### src/rtl/psw_pkg.sv
package psw_pkg;

    typedef enum logic [1:0] {
        ST_IDLE    = 2'd0,
        ST_SWALLOW = 2'd1,
        ST_BASE    = 2'd2
    } psw_state_e;

endpackage

### src/rtl/psw_dcount.sv
// Loadable down-counter; flags the final period of a count.
module psw_dcount #(
    parameter int W = 11
) (
    input  logic         clk,
    input  logic         rst_n,
    input  logic         load,
    input  logic [W-1:0] load_val,
    input  logic         dec,
    output logic         is_one
);
    localparam logic [W-1:0] ONE = W'(1);

    logic [W-1:0] cnt;

    always_ff @(posedge clk or negedge rst_n) begin
        if (!rst_n) begin
            cnt <= '0;
        end else if (load) begin
            cnt <= load_val;
        end else if (dec) begin
            cnt <= cnt - ONE;
        end
    end

    assign is_one = (cnt == ONE);
endmodule

### src/rtl/psw_fsm.sv
// Swallow / base sequencing state machine.
module psw_fsm
    import psw_pkg::*;
(
    input  logic clk,
    input  logic rst_n,
    input  logic n_is_one,
    input  logic a_is_one,
    input  logic a_load_zero,
    output logic reload,
    output logic dec_n,
    output logic dec_a,
    output logic mod_ctl,
    output logic div_pulse
);
    psw_state_e state, state_nx;
    psw_state_e after_load;

    // State register.
    always_ff @(posedge clk or negedge rst_n) begin
        if (!rst_n) begin
            state <= ST_IDLE;
        end else begin
            state <= state_nx;
        end
    end

    // Next state.
    always_comb begin
        after_load = a_load_zero ? ST_BASE : ST_SWALLOW;
        state_nx   = state;
        unique case (state)
            ST_IDLE: begin
                state_nx = after_load;
            end
            ST_SWALLOW: begin
                if (n_is_one) begin
                    state_nx = after_load;
                end else if (a_is_one) begin
                    state_nx = ST_BASE;
                end
            end
            ST_BASE: begin
                if (n_is_one) begin
                    state_nx = after_load;
                end
            end
            default: state_nx = ST_IDLE;
        endcase
    end

    // Outputs.
    always_comb begin
        reload    = (state == ST_IDLE) || n_is_one;
        dec_n     = !reload;
        dec_a     = (state == ST_SWALLOW) && !reload;
        mod_ctl   = (state == ST_SWALLOW);
        div_pulse = (state != ST_IDLE) && n_is_one;
    end
endmodule

### src/rtl/psw_divctl.sv
// Pulse-swallow dual-modulus divider controller (top).
module psw_divctl #(
    parameter int N_W = 11,
    parameter int A_W = 7
) (
    input  logic           pclk,
    input  logic           rst_n,
    input  logic [N_W-1:0] n_val,
    input  logic [A_W-1:0] a_val,
    input  logic           wide_sel,
    output logic           mod_ctl,
    output logic           wide_out,
    output logic           div_pulse
);
    logic reload, dec_n, dec_a;
    logic n_is_one, a_is_one;
    logic wide_q;

    psw_dcount #(.W(N_W)) i_ncnt (
        .clk      (pclk),
        .rst_n    (rst_n),
        .load     (reload),
        .load_val (n_val),
        .dec      (dec_n),
        .is_one   (n_is_one)
    );

    psw_dcount #(.W(A_W)) i_acnt (
        .clk      (pclk),
        .rst_n    (rst_n),
        .load     (reload),
        .load_val (a_val),
        .dec      (dec_a),
        .is_one   (a_is_one)
    );

    psw_fsm i_fsm (
        .clk         (pclk),
        .rst_n       (rst_n),
        .n_is_one    (n_is_one),
        .a_is_one    (a_is_one),
        .a_load_zero (a_val == '0),
        .reload      (reload),
        .dec_n       (dec_n),
        .dec_a       (dec_a),
        .mod_ctl     (mod_ctl),
        .div_pulse   (div_pulse)
    );

    // Base modulus select, captured only on a cycle boundary.
    always_ff @(posedge pclk or negedge rst_n) begin
        if (!rst_n) begin
            wide_q <= 1'b0;
        end else if (reload) begin
            wide_q <= wide_sel;
        end
    end

    assign wide_out = wide_q;
endmodule

### config.mk
export PLATFORM = sky130hd
export DESIGN_NAME = psw_divctl
export DESIGN_NICKNAME = d
export VERILOG_FILES = /design/src/rtl/psw_pkg.sv /design/src/rtl/psw_dcount.sv /design/src/rtl/psw_fsm.sv /design/src/rtl/psw_divctl.sv
export SDC_FILE = /design/constraint.sdc
export NUM_CORES = 1
export LEC_CHECK = 0
export BUFFER_PORTS_ARGS = -buffer_cell sky130_fd_sc_hd__buf_2
export CAP_MARGIN = 20
export CORE_UTILIZATION = 58
export CTS_CLUSTER_DIAMETER = 50
export DETAILED_ROUTE_END_ITERATION = 6
export MAX_ROUTING_LAYER = met4
export PLACE_DENSITY = 0.95
export SKIP_LAST_GASP = 1
export SYNTH_ARGS = -nofsm -noshare
export SYNTH_HDL_FRONTEND = slang
export SYNTH_SLANG_ARGS = --single-unit
export TNS_END_PERCENT = 5
### constraint.sdc
create_clock -name pclk -period 2.79 [get_ports pclk]
set_input_delay 0.558 -clock pclk [delete_from_list [all_inputs] [get_ports pclk]]
set_output_delay 0.558 -clock pclk [all_outputs]
set_load 0.02 [all_outputs]
== Yosys cells after proc, flatten, opt, wreduce, memory -nomap -nowiden ==
Index checks and enable logic that the tools add are counted.

* $add $sub $neg: 2
* Equality and inequality tests: 6
* Multiplexer cells: 8
* Reductions and logical operators: 9

{| class="wikitable"
|+ Operators by type and width
! cell !! count
|-
| two-way mux 7 bit || 2
|-
| equality test 11 x 1 -> 1 bit (second input constant) || 1
|-
| two-way mux 11 bit || 1
|-
| subtractor 11 x 1 -> 11 bit (second input constant) || 1
|-
| two-way mux 2 bit || 4
|-
| equality test 7 x 1 -> 1 bit (second input constant) || 1
|-
| zero test 7 bit || 1
|-
| subtractor 7 x 1 -> 7 bit (second input constant) || 1
|-
| one-hot mux 2 bit (3 select lines) || 1
|-
| nonzero test 2 bit || 2
|-
| inequality test 3 x 1 -> 1 bit (second input constant) || 1
|-
| equality test 2 x 1 -> 1 bit (second input constant) || 1
|-
| equality test 2 bit (second input constant) || 1
|-
| logical AND 1 bit || 2
|-
| zero test 2 bit || 1
|-
| inequality test 2 x 1 -> 1 bit (second input constant) || 1
|-
| AND reduction 2 bit || 1
|-
| zero test 1 bit || 1
|-
| logical OR 1 bit || 1
|}

* Flip-flop bits (word level): 21
* Output and inout bits: 3
* Word-level logic and storage cells: 29

== Logic depth before layout (Yosys ltp) ==
* Word-level depth: 6
* Gate-level depth with buffers: 7
* Gate-level depth less buffers: 6

== By module ==
Synthesis repeated with hierarchy kept, for this count alone.

* Cells, all modules: 133
* Area, all modules: 1233.7 sq um

{| class="wikitable"
|+ Modules (own cells, without submodules)
! module !! instances !! cells each !! area each (sq um)
|-
| psw_dcount (i_ncnt) || 1 || 71 || 644.4
|-
| psw_dcount (i_acnt) || 1 || 43 || 402.9
|-
| psw_fsm || 1 || 15 || 130.1
|-
| psw_divctl || 1 || 4 || 56.3
|}

== Worst setup path after synthesis ==
Ideal clock, no wire load.

* Kind: flip-flop to output port
* From: register i_ncnt.cnt[1]
* To: output port div_pulse
* Data arrival time: 1346 ps
* Required time: 2232 ps
* Setup slack: 886 ps
* Cell stages (with the launch flop): 6
* Cell sequence: dfrtp_1 inv_1 ha_1 nor4b_4 nand3_4 nor2_1

* Longest elaborated chain between the ends: 2

{| class="wikitable"
|+ RTL lines
! element !! RTL line !! text
|-
| start, declared || psw_dcount.sv:14 || <nowiki>logic [W-1:0] cnt;</nowiki>
|-
| start signal, assigned || psw_dcount.sv:20 || <nowiki>cnt <= load_val;</nowiki>
|-
| start signal, assigned || psw_dcount.sv:22 || <nowiki>cnt <= cnt - ONE;</nowiki>
|-
| equality test 11 x 1 -> 1 bit || psw_dcount.sv:26 || <nowiki>assign is_one = (cnt == ONE);</nowiki>
|-
| logical AND 1 bit || psw_fsm.sv:58 || <nowiki>div_pulse = (state != ST_IDLE) && n_is_one;</nowiki>
|-
| end, declared || psw_divctl.sv:13 || <nowiki>output logic div_pulse</nowiki>
|}

Every way passes these cells.

== Worst setup path after layout ==
Ends and elaborated chain as after synthesis.

==> impl_metrics.json <==
{
  "dp_worst_setup_slack_ns": 0.827,
  "syn-mean-instance-area_um2": 9.48,
  "post_cts.resized_instances": 0,
  "vdd_ir_drop_max_mv": 0.707,
  "worst-setup-path-type": "reg -> out",
  "clockBufferDepth": 2,
  "setup_viol": 0,
  "grt_pass1_vias": 1068,
  "cts_tree": "yes",
  "rsz_0062_raised_after_global_routing": "no",
  "critical_path.endpoint_type": "primary output",
  "period_minus_slack_ns": 2.31,
  "antennaDiodeCount": 0,
  "fmax_mhz": 432,
  "regToRegSetupSlack_ns": 0.84,
  "portBuffers": 23,
  "globalRouteOverflowTotal": 0,
  "antenna_found_initial": 0,
  "first_iter_violations": 21,
  "timing.final.hold_violations": 0,
  "grt_use_total": 0.255,
  "cts_hold_repair.buffers": 0,
  "fin_hold_ws_ns": 0.169,
  "synth_top_flop_cell": "dfrtp_1",
  "top_library_cells_by_usage_in_the_layout_fill_and_taps_aside": "23 x buf_2, 21 x dfrtp_1, 17 x nor2_1",
  "fin_skew_ns": 0.00102,
  "grt_start_max_net_pins": 22,
  "number_of_enable_type_register_cells_in_the_synthesized_netlist": 0,
  "p_leak_nw": 0.617,
  "die_area_um2": 2400,
  "post-cts-setup-buffer-count": 0,
  "endpoint": "div_pulse",
  "postSynthNetCount": 160,
  "crit_start": "i_ncnt.cnt[1]",
  "worst_ep_required_time_ns": 2.23,
  "async_reset_ff_frac": 1.00,
  "vias": 1094,
  "worst_setup_margin_ns": 0.475,
  "worstPathArrival_ns": 1.76,
  "max_slew.worst_pin.slew_ns": 0.704,
  "die-height_um": 49.0,
  "drt-wirelength-per-cell_um": 14.3,
  "netlist_instances": 135,
  "min_path_type": "in -> async",
  "worst_path_largest_cell_delay_ns": 0.42,
  "tritoncts.num_buffers": 3,
  "yosysWarningCount": 0,
  "setup.worst_path.start_class": "flip-flop",
  "max-cap-violations": 0,
  "share_of_cells_above_drive_strength_1": 0.247,
  "relative_max_transition_margin": 0.529,
  "floorplan.core_area_um2": 2020,
  "power.density_cell_area_nw_per_um2": 1080,
  "detail-route-antenna-nets": 0,
  "yosysSeqAreaShare": 0.411,
  "io-pin-count": 24,
  "ff_latch_area_um2": 526,
  "multi_input_comb_area_um2": 702,
  "fp.dieW_um": 49.0,
  "most_common_cell_after_layout_fill_and_taps_aside": "buf_2",
  "synthesis.area_um2": 1280,
  "route.detailed.vias_per_inst": 5.91,
  "path_clk_slew_ns": 0.11,
  "cts.htree.levels": 1,
  "drc_errors": 0,
  "rows": 16,
  "run_status": "completed",
  "drt-total-wl_um": 2650,
  "slew_viol_final": 0,
  "clock_sinks": 21,
  "clock_tree.root_cell": "clkbuf_4",
  "place_congestion": 0.883,
  "start_util": 0.633,
  "dp.final_hpwl_um": 2010,
  "fill_cells": 145,
  "final_nets": 184,
  "synth-seq-cells": 21,
  "area_growth_pct": 12.2,
  "power_mw": 1.55,
  "timing.rr.end": "i_ncnt.cnt[4]",
  "detailedRoute.firstPassIterationCount": 4,
  "cp_slowest_cell": "dfrtp_1",
  "critical_path.cell_chain": "inv_1 > ha_1 > nor4b_4 > nand3_4 > nor2_1 > buf_2",
  "fin_setup_tns_ns": 0,
  "first_pass_grt_wire_length_um": 4580,
  "number_of_distinct_library_cells_after_synthesis": 43,
  "critical_path_peak_fanout": 10,
  "finalCritPeriodShare": 0.830,
  "origin_of_the_critical_flop_to_flop_path": "i_ncnt.cnt[0]",
  "rr_worst_depth": 6,
  "clock_insertion_delay_worst_skew_ns": 0.31
}
layout make-up:
| class | instances | area share |
|---|---|---|
| Multi-Input combinational cell | 102 | 0.489 |
| Sequential cell | 21 | 0.366 |
| Timing Repair Buffer | 24 | 0.0854 |
| Tap cell | 27 | 0.0235 |
| Clock buffer | 4 | 0.0183 |
| Inverter | 7 | 0.0183 |
critical path, delay by kind of cell, from the launching register on:
family / cells / cell delay [ns]
and+or+nand+nor: 3 / 0.64
adders and majority gates: 1 / 0.14
DFF: 1 / 0.42
buffers and inverters: 2 / 0.25
layer usage:
metal  wire length, um  up-vias  global-route usage
met5                 0        -                   -
met3                71        7              0.0218
li1                  -      531                   -
met1              1110      532               0.293
met4                51        0              0.0980
met2              1420       24               0.458
Yosys cell counts (2+ instances only):
cell	instances	area (um^2)
nor2_1	17	63.8
buf_2	2	10.0
mux2_2	2	22.5
a211o_1	2	17.5
dfrtp_1	21	526
nand2b_1	3	18.8
a21oi_1	14	70.1
o22a_1	3	26.3
nor3b_1	2	15.0
nand2_1	5	18.8
nand3_1	8	40.0
nand3b_1	2	15.0
inv_1	7	26.3
xor2_1	5	43.8
o21ai_0	6	30.0
ha_1	4	50.1
nor2b_1	3	18.8
xnor2_1	3	26.3
nor4_1	2	12.5
metrics by stage:
stage | std cells | util | area [um^2]
after floorplan | 135 | - | 1280
after global placement | 181 | 0.697 | 1410
after detailed placement | 181 | 0.697 | 1410
after CTS | 185 | 0.710 | 1440
after global routing | 185 | 0.710 | 1440
final | 185 | 0.710 | 1440
how the worst min path moves through the flow:
stage                  start  slack (ns)       endpoint  cells after the start
finish                 rst_n        0.17  i_ncnt.cnt[0]                      1
global route           rst_n        0.22  i_ncnt.cnt[9]                      1
CTS                    rst_n        0.19  i_ncnt.cnt[2]                      1
detailed placement  wide_out        0.49       wide_out                      1
global placement    wide_out        0.48       wide_out                      1
floorplan              rst_n        0.26  i_acnt.cnt[0]                      0
cells by family (layout without fill, tap and decap cells):
kind of cell,Yosys count,count (layout),synth area share
DFF,21,21,0.411
adders and majority gates,5,5,0.0479
muxes,3,3,0.0254
xor gates and xnor gates,8,8,0.0547
and+or+nand+nor,54,54,0.260
buffers and inverters,12,35,0.0411
AOI/OAI and AO/OA,32,32,0.160
registers in the layout (all words and copies together) (netlist names):
register and count:
i_acnt.cnt 7, i_fsm.state 2, i_ncnt.cnt 11, wide_out 1
power by group:
group,switching (mW),internal [mW],leakage [nW]
Clock,0.0937,0.0560,0.0150
Combinational,0.372,0.344,0.362
Sequential,0.221,0.463,0.240
Total,0.686,0.863,0.617
No activity file was read; power rests on OpenSTA's default activity.
